--- src/rtl/hcpPkg.sv ---
package hcpPkg;

  localparam logic [7:0] OP_INIT_MBX = 8'h01;
  localparam logic [7:0] OP_START    = 8'h02;
  localparam logic [7:0] OP_INQ      = 8'h04;
  localparam logic [7:0] OP_CFG      = 8'h0B;
  localparam logic [7:0] OP_EXT      = 8'h8D;

  typedef enum logic [1:0] {
    SEQ_IDLE    = 2'd0,
    SEQ_PARAM   = 2'd1,
    SEQ_REPLY   = 2'd2,
    SEQ_DISCARD = 2'd3
  } seqState_t;

  typedef struct packed {
    logic       hardRst;
    logic       softRst;
    logic       intClr;
    logic       busRst;
    logic       clrDir;
    logic       loadReply;
    logic [7:0] replyByte;
    logic       setCmdc;
    logic       setInv;
    logic       initDone;
    logic       mbxParamWr;
    logic [1:0] paramIdx;
    logic [7:0] paramByte;
    logic       mboxGo;
  } hcpStrobe_t;

  function automatic logic isKnown(input logic [7:0] op);
    return (op == OP_INIT_MBX) || (op == OP_START) || (op == OP_INQ) ||
           (op == OP_CFG) || (op == OP_EXT);
  endfunction

  function automatic logic [2:0] paramCount(input logic [7:0] op);
    case (op)
      OP_INIT_MBX: return 3'd4;
      OP_EXT:      return 3'd1;
      default:     return 3'd0;
    endcase
  endfunction

  function automatic logic [7:0] fixedReplyLen(input logic [7:0] op);
    case (op)
      OP_INQ:  return 8'd4;
      OP_CFG:  return 8'd3;
      default: return 8'd0;
    endcase
  endfunction

  function automatic logic [7:0] replyData(input logic [7:0] op, input logic [7:0] idx);
    case (op)
      OP_INQ: begin
        case (idx[1:0])
          2'd0:    return 8'h41;
          2'd1:    return 8'h30;
          2'd2:    return 8'h33;
          default: return 8'h32;
        endcase
      end
      OP_CFG: begin
        case (idx[1:0])
          2'd0:    return 8'h00;
          2'd1:    return 8'h04;
          default: return 8'h07;
        endcase
      end
      OP_EXT:  return (idx == 8'd0) ? 8'h45 : 8'h00;
      default: return 8'h00;
    endcase
  endfunction

endpackage

--- src/rtl/hcpCtrl.sv ---
module hcpCtrl
  import hcpPkg::*;
#(
  parameter int BUSY_CYCLES = 2,
  parameter int DIAG_CYCLES = 8
) (
  input  logic       clk,
  input  logic       rstN,
  input  logic       regWrEn,
  input  logic       regRdEn,
  input  logic [1:0] regAddr,
  input  logic [7:0] regWrData,
  input  logic       dirRdy,
  output hcpStrobe_t strobe,
  output logic       diagActive,
  output logic       cprBusy,
  output logic       seqIdle
);

  localparam int BW = $clog2(BUSY_CYCLES + 1);
  localparam int DW = $clog2(DIAG_CYCLES + 1);
  localparam logic [BW-1:0] BUSY_LOAD = BW'(BUSY_CYCLES);
  localparam logic [DW-1:0] DIAG_LOAD = DW'(DIAG_CYCLES);

  seqState_t      state;
  logic [7:0]     curOp;
  logic [2:0]     pIdx;
  logic [7:0]     rLen;
  logic [7:0]     rIdx;
  logic [BW-1:0]  busyCnt;
  logic [DW-1:0]  diagCnt;

  logic ctlWr, cprWr, dinRd, lastRead, lastParam;

  assign diagActive = (diagCnt != '0);
  assign cprBusy    = (busyCnt != '0);
  assign seqIdle    = (state == SEQ_IDLE);

  assign ctlWr     = regWrEn && (regAddr == 2'd0);
  assign cprWr     = regWrEn && (regAddr == 2'd1) && !cprBusy && !diagActive;
  assign dinRd     = regRdEn && (regAddr == 2'd1) && dirRdy;
  assign lastRead  = dinRd && (state == SEQ_REPLY) && (8'(rIdx + 8'd1) == rLen);
  assign lastParam = (3'(pIdx + 3'd1) == paramCount(curOp));

  always_comb begin
    strobe           = '0;
    strobe.hardRst   = ctlWr && regWrData[7];
    strobe.softRst   = ctlWr && regWrData[6] && !regWrData[7];
    strobe.intClr    = ctlWr && regWrData[5];
    strobe.busRst    = ctlWr && regWrData[4];
    strobe.clrDir    = dinRd;
    strobe.loadReply = (state == SEQ_REPLY) && !dirRdy;
    strobe.replyByte = replyData(curOp, rIdx);
    strobe.paramIdx  = pIdx[1:0];
    strobe.paramByte = regWrData;
    if (lastRead) strobe.setCmdc = 1'b1;
    if (cprWr) begin
      case (state)
        SEQ_IDLE: begin
          if (regWrData == OP_START) strobe.mboxGo = 1'b1;
          else if (!isKnown(regWrData)) begin
            strobe.setInv  = 1'b1;
            strobe.setCmdc = 1'b1;
          end
        end
        SEQ_PARAM: begin
          if (curOp == OP_INIT_MBX) begin
            strobe.mbxParamWr = 1'b1;
            if (lastParam) begin
              strobe.initDone = 1'b1;
              strobe.setCmdc  = 1'b1;
            end
          end else if (curOp == OP_EXT && regWrData == 8'd0) begin
            strobe.setCmdc = 1'b1;
          end
        end
        SEQ_REPLY: if (regWrData == OP_START) strobe.mboxGo = 1'b1;
        default: ;
      endcase
    end
  end

  always_ff @(posedge clk) begin
    if (!rstN) begin
      state   <= SEQ_IDLE;
      curOp   <= '0;
      pIdx    <= '0;
      rLen    <= '0;
      rIdx    <= '0;
      busyCnt <= '0;
      diagCnt <= DIAG_LOAD;
    end else begin
      diagCnt <= strobe.hardRst ? DIAG_LOAD : (diagActive ? diagCnt - 1'b1 : '0);
      if (strobe.hardRst || strobe.softRst) busyCnt <= '0;
      else if (cprWr)                       busyCnt <= BUSY_LOAD;
      else if (cprBusy)                     busyCnt <= busyCnt - 1'b1;

      if (strobe.hardRst || strobe.softRst) begin
        state <= SEQ_IDLE;
      end else begin
        if (state == SEQ_DISCARD && strobe.intClr) state <= SEQ_IDLE;
        if (dinRd && state == SEQ_REPLY) begin
          rIdx <= 8'(rIdx + 8'd1);
          if (lastRead) state <= SEQ_IDLE;
        end
        if (cprWr) begin
          case (state)
            SEQ_IDLE: begin
              curOp <= regWrData;
              pIdx  <= '0;
              rIdx  <= '0;
              if (!isKnown(regWrData)) state <= SEQ_DISCARD;
              else if (paramCount(regWrData) != 3'd0) state <= SEQ_PARAM;
              else if (fixedReplyLen(regWrData) != 8'd0) begin
                rLen  <= fixedReplyLen(regWrData);
                state <= SEQ_REPLY;
              end
            end
            SEQ_PARAM: begin
              pIdx <= 3'(pIdx + 3'd1);
              if (curOp == OP_EXT) begin
                rLen  <= regWrData;
                state <= (regWrData == 8'd0) ? SEQ_IDLE : SEQ_REPLY;
              end else if (lastParam) begin
                state <= SEQ_IDLE;
              end
            end
            default: ;
          endcase
        end
      end
    end
  end

  // an accepted byte raises busy on the next cycle
  p_write_busy_r2: assert property (@(posedge clk) disable iff (!rstN)
    cprWr |=> cprBusy);

  // no command runs during the diagnostic period
  p_diag_idle_r1: assert property (@(posedge clk) disable iff (!rstN)
    diagActive |-> (state == SEQ_IDLE));

  // bytes written after an invalid opcode keep the sequencer discarding
  p_discard_hold_r9: assert property (@(posedge clk) disable iff (!rstN)
    (state == SEQ_DISCARD && cprWr) |=> (state == SEQ_DISCARD));

endmodule

--- src/rtl/hcpData.sv ---
module hcpData
  import hcpPkg::*;
(
  input  logic        clk,
  input  logic        rstN,
  input  logic [1:0]  regAddr,
  input  hcpStrobe_t  strobe,
  input  logic        diagActive,
  input  logic        cprBusy,
  input  logic        seqIdle,
  input  logic        mbxInLoaded,
  input  logic        mbxOutFree,
  output logic [7:0]  regRdData,
  output logic        dirRdy,
  output logic        irqOut,
  output logic        mboxStart,
  output logic [7:0]  mboxCount,
  output logic [23:0] mboxBase
);

  logic [7:0] dataIn;
  logic       cmdInv;
  logic       initReq;
  logic [3:0] intBits;
  logic [7:0] statusByte;
  logic [7:0] intByte;
  logic [3:0] intSet;

  assign statusByte = diagActive ? 8'h80 :
                      {2'b00, initReq, seqIdle && !cprBusy, cprBusy, dirRdy, 1'b0, cmdInv};
  assign intByte    = {|intBits, 3'b000, intBits};
  assign irqOut     = |intBits;
  assign intSet     = {strobe.busRst, strobe.setCmdc, mbxOutFree, mbxInLoaded};

  always_comb begin
    case (regAddr)
      2'd0:    regRdData = statusByte;
      2'd1:    regRdData = dataIn;
      2'd2:    regRdData = intByte;
      default: regRdData = 8'h00;
    endcase
  end

  always_ff @(posedge clk) begin
    if (!rstN) begin
      dataIn    <= '0;
      dirRdy    <= 1'b0;
      cmdInv    <= 1'b0;
      initReq   <= 1'b1;
      intBits   <= '0;
      mboxStart <= 1'b0;
      mboxCount <= '0;
      mboxBase  <= '0;
    end else begin
      mboxStart <= strobe.mboxGo;
      if (strobe.loadReply) dataIn <= strobe.replyByte;

      if (strobe.hardRst || strobe.softRst) dirRdy <= 1'b0;
      else if (strobe.loadReply)            dirRdy <= 1'b1;
      else if (strobe.clrDir)               dirRdy <= 1'b0;

      if (strobe.setInv) cmdInv <= 1'b1;
      else if (strobe.hardRst || strobe.softRst || strobe.intClr) cmdInv <= 1'b0;

      if (strobe.hardRst)       initReq <= 1'b1;
      else if (strobe.initDone) initReq <= 1'b0;

      intBits <= ((strobe.hardRst || strobe.intClr) ? 4'b0000 : intBits) | intSet;

      if (strobe.hardRst) begin
        mboxCount <= '0;
        mboxBase  <= '0;
      end else if (strobe.mbxParamWr) begin
        case (strobe.paramIdx)
          2'd0:    mboxCount       <= strobe.paramByte;
          2'd1:    mboxBase[23:16] <= strobe.paramByte;
          2'd2:    mboxBase[15:8]  <= strobe.paramByte;
          default: mboxBase[7:0]   <= strobe.paramByte;
        endcase
      end
    end
  end

  // reading the data-in port empties it
  p_dir_read_r4: assert property (@(posedge clk) disable iff (!rstN)
    strobe.clrDir |=> !dirRdy);

  // completion of mailbox initialisation clears the init-required flag
  p_init_done_r6: assert property (@(posedge clk) disable iff (!rstN)
    strobe.initDone |=> !initReq);

  // an invalid opcode raises both invalid status and command complete
  p_inv_cmdc_r9: assert property (@(posedge clk) disable iff (!rstN)
    strobe.setInv |=> (cmdInv && intBits[2]));

  // interrupt reset with no competing set leaves nothing latched
  p_int_clear_r11: assert property (@(posedge clk) disable iff (!rstN)
    (strobe.intClr && !strobe.busRst && !strobe.setCmdc && !mbxInLoaded && !mbxOutFree)
      |=> (intBits == 4'b0000));

  // the start pulse lasts one cycle
  p_pulse_once_r8: assert property (@(posedge clk) disable iff (!rstN)
    mboxStart |=> !mboxStart);

endmodule

--- src/rtl/hostCmdPort.sv ---
module hostCmdPort
  import hcpPkg::*;
#(
  parameter int BUSY_CYCLES = 2,
  parameter int DIAG_CYCLES = 8
) (
  input  logic        clk,
  input  logic        rstN,
  input  logic        regWrEn,
  input  logic        regRdEn,
  input  logic [1:0]  regAddr,
  input  logic [7:0]  regWrData,
  output logic [7:0]  regRdData,
  output logic        irqOut,
  output logic        mboxStart,
  output logic [7:0]  mboxCount,
  output logic [23:0] mboxBase,
  input  logic        mbxInLoaded,
  input  logic        mbxOutFree
);

  hcpStrobe_t strobe;
  logic       diagActive, cprBusy, seqIdle, dirRdy;

  hcpCtrl #(.BUSY_CYCLES(BUSY_CYCLES), .DIAG_CYCLES(DIAG_CYCLES)) i_ctrl (
    .clk(clk), .rstN(rstN), .regWrEn(regWrEn), .regRdEn(regRdEn),
    .regAddr(regAddr), .regWrData(regWrData), .dirRdy(dirRdy),
    .strobe(strobe), .diagActive(diagActive), .cprBusy(cprBusy), .seqIdle(seqIdle)
  );

  hcpData i_data (
    .clk(clk), .rstN(rstN), .regAddr(regAddr), .strobe(strobe),
    .diagActive(diagActive), .cprBusy(cprBusy), .seqIdle(seqIdle),
    .mbxInLoaded(mbxInLoaded), .mbxOutFree(mbxOutFree),
    .regRdData(regRdData), .dirRdy(dirRdy), .irqOut(irqOut),
    .mboxStart(mboxStart), .mboxCount(mboxCount), .mboxBase(mboxBase)
  );

endmodule

--- config.mk ---
export PLATFORM = sky130hd
export DESIGN_NAME = hostCmdPort
export DESIGN_NICKNAME = d
export VERILOG_FILES = /design/src/rtl/hcpPkg.sv /design/src/rtl/hcpCtrl.sv /design/src/rtl/hcpData.sv /design/src/rtl/hostCmdPort.sv
export SDC_FILE = /design/constraint.sdc
export NUM_CORES = 1
export LEC_CHECK = 0
export BUFFER_PORTS_ARGS = -buffer_cell sky130_fd_sc_hd__buf_2
export CAP_MARGIN = 20
export CORE_MARGIN = 1
export CORE_UTILIZATION = 41
export CTS_BUF_LIST = sky130_fd_sc_hd__clkbuf_16
export CTS_CLUSTER_DIAMETER = 100
export DETAILED_ROUTE_END_ITERATION = 8
export GPL_ROUTABILITY_DRIVEN = 0
export PLACE_DENSITY = 0.57
export SYNTH_ARGS = -nofsm -noshare
export SYNTH_HDL_FRONTEND = slang
export SYNTH_SLANG_ARGS = --single-unit
export TNS_END_PERCENT = 20
--- constraint.sdc ---
create_clock -name clk -period 2.92 [get_ports clk]
set_input_delay 0.438 -clock clk [delete_from_list [all_inputs] [get_ports clk]]
set_output_delay 0.438 -clock clk [all_outputs]
set_load 0.02 [all_outputs]
==> summary.txt <==
Outcome: finished, final reports clean
Min Hold Slack: 0.3253 ns
Slew headroom: 54.95%
Avg WL per Cell: 15.24 um
Top_reg_cell synth: dfxtp_1
Initial Util: 42.27%
DIE AREA: 10,440 sq um
Syn Area/Cell: 8.533 sq um
Final hold vios: 0
DP Wirelength: 7.057 mm
Max Fanout on Critical Path: 8
Gr ovfl total: 0
Pin count of the biggest net entering global routing: 37
H-tree Lvls: 3
Yosys top cell area share: 38.94%
Max-slew violation count: 0
Period utilization: 83.79%
CP Capture Type: flop
RSZ-0062 raised after global routing: false
Sum Neg Setup Slack: 0 ns
Hold depth: 3
IO Count: 58
Slew @ Worst Pin: 0.6706 ns
Required time worst endpoint: 3.16 ns
Max VDD drop: 226.5 uV
#FFs+latches synth: 80
Hold buffers post-CTS: 0
Critical path startpoint category: flop
Area delta synth->final: 16.92%
CP Class: flop to flop
Buffers on Ports: 57
Max-cap violations: 0
Number of post-CTS setup repair buffers: 0
Syn. warnings: 0
Synthesized area: 4113 sq um
Initial antenna violation count: 0
Vias in the first global route: 3,239
Post-synthesis sequential area ratio: 38.94%
Buffers from clock root to sink, at most: 2
R2R cell count: 7
Count leader, synth: dfxtp_1
Library cells used by synthesis: 60
CP arrival: 2.68 ns
Post-synth EDFFs: 0
CTS tree: built
Routed via count: 3,574
Die Y: 102.2 um
DIE WIDTH: 102.2 um
Pleak: 2.128 nW
Mapped Cells: 482
Cell Pwr Density: 555.4 nW/um^2
Clock Skew: 0.005488 ns
Area leader, netlist: dfxtp_1
Final WL: 10.14 mm
Final Setup Violations: 0
Drc violations: 0
CTS Buf Count: 9
Layout Nets: 553
CTS root buffer: clkbuf_16
Post-CTS sizing: 0
Total GRT Usage: 20.22%
Core area: 9729 sq um
Drt pass-1 iters: 4
Tmin final: 2.447 ns
Clock Latency Late Sink: 0.34 ns
Synth async-reset ratio: 0%
Iter 0 DRT Violations: 151
Vias/cell: 5.374
Layout cells sized above 1: 17.67%
TritonCTS Sinks: 80
Hold Crit Class: primary input to flop
# diodes: 0
Synth top area cells: dfxtp_1 (39%), mux2i_1 (7.8%), nor2_1 (5.9%), nand2_1 (3.4%), ha_1 (3.0%)
Clk pin slew, worst setup/hold paths: 0.06 ns
Synth top cells by count: dfxtp_1 (80), nor2_1 (65), nand2_1 (37), mux2i_1 (32), nand3_1 (25)
Row count: 36
Maximum clock rate: 0.4087 GHz
Syn Nets: 508
Remaining antenna violation count: 0
Global-route wire length before repair: 16.17 mm
[cell usage in the layout (no fill, tap or decap), types with 6 or more instances in the layout]
master / synthesis / final
nor2b_1: 11 / 11
dfxtp_1: 80 / 80
buf_4: 0 / 11
inv_1: 12 / 12
nand4_1: 8 / 8
mux2i_1: 32 / 32
nand2_1: 37 / 37
a21boi_1: 6 / 6
nand3_1: 25 / 25
nor2_1: 65 / 65
xor2_1: 9 / 9
a21oi_1: 17 / 17
nand2b_1: 8 / 8
o21ai_0: 11 / 11
ha_1: 10 / 10
clkbuf_16: 0 / 9
buf_2: 8 / 57
a21boi_0: 14 / 14
xnor2_1: 12 / 12
nor3_1: 17 / 17
[final timing paths]
path,slack [ns],endpoint,startpoint
min reg2reg,0.44,i_ctrl.diagCnt[0],i_ctrl.diagCnt[0]
max,0.47,i_ctrl.state[1],i_ctrl.rIdx[0]
min,0.33,i_data.intBits[0],mbxInLoaded
max reg2reg,0.47,i_ctrl.state[1],i_ctrl.rIdx[0]
[routing by layer]
| layer | wire length (um) | global-route usage, % |
|---|---|---|
| met1 | 5025 | 27.81 |
| met4 | 178 | 8.022 |
| met5 | 0 | 0 |
| met3 | 397 | 3.215 |
| met2 | 4533 | 31.65 |
[critical path, stage by stage (launching register included)]
cell	delay, ns
dfxtp_1	0.50
inv_1	0.13
ha_1	0.33
xor2_1	0.14
or4_1	0.49
a2111oi_2	0.41
o211ai_1	0.14
a21o_1	0.19
[registers in the layout (all words and copies together) (netlist names)]
register and cells:
i_ctrl.busyCnt 2, i_ctrl.curOp 8, i_ctrl.diagCnt 4, i_ctrl.pIdx 3
i_ctrl.rIdx 8, i_ctrl.rLen 8, i_ctrl.state 2, i_data.cmdInv 1
i_data.dataIn 5, i_data.dirRdy 1, i_data.initReq 1, i_data.intBits 4
i_data.mboxBase 24, i_data.mboxCount 8, i_data.mboxStart 1
[power by group]
part	switching (mW)	internal (mW)	leakage [nW]	total [mW]
clock network	0.470	0.749	0.149	1.22
registers	0.0279	1.12	0.646	1.15
logic	0.188	0.113	1.33	0.301
total	0.686	1.98	2.13	2.67
[final cells by class]
cell class / count / area (sq um)
inverter: 12 / 45.04
multi-input combinational: 356 / 2306
sequential: 80 / 1602
clock buffer: 9 / 225.2
tap: 133 / 166.4
timing repair buffer: 68 / 367.9
clock inverter: 7 / 96.34
fill: 959 / 4921
[cell families (layout without fill, tap and decap cells)]
logic type | Yosys count | in the layout | synth area share (%)
adder cells (fa/ha/maj) | 10 | 10 | 3.042
AO/OA/AOI/OAI | 82 | 82 | 14.27
XOR/XNOR | 21 | 21 | 4.472
AND/OR/NAND/NOR | 211 | 211 | 26.50
flip-flops | 80 | 80 | 38.94
multiplexers | 32 | 32 | 7.788
buffers and inverters | 46 | 96 | 4.989
[metrics by stage]
step	std cells	power (mW)	worst slack, ns	utilization [%]	cell area, sq um
floorplan	482	1.380	0.6563	-	4113
global placement	649	1.471	0.5563	46.12	4487
detailed placement	649	1.473	0.4975	46.12	4487
CTS	665	2.687	0.4778	49.42	4808
global route	665	2.773	0.2945	49.42	4808
finish	665	2.671	0.4734	49.42	4808
(Power assumes the default switching activity.)
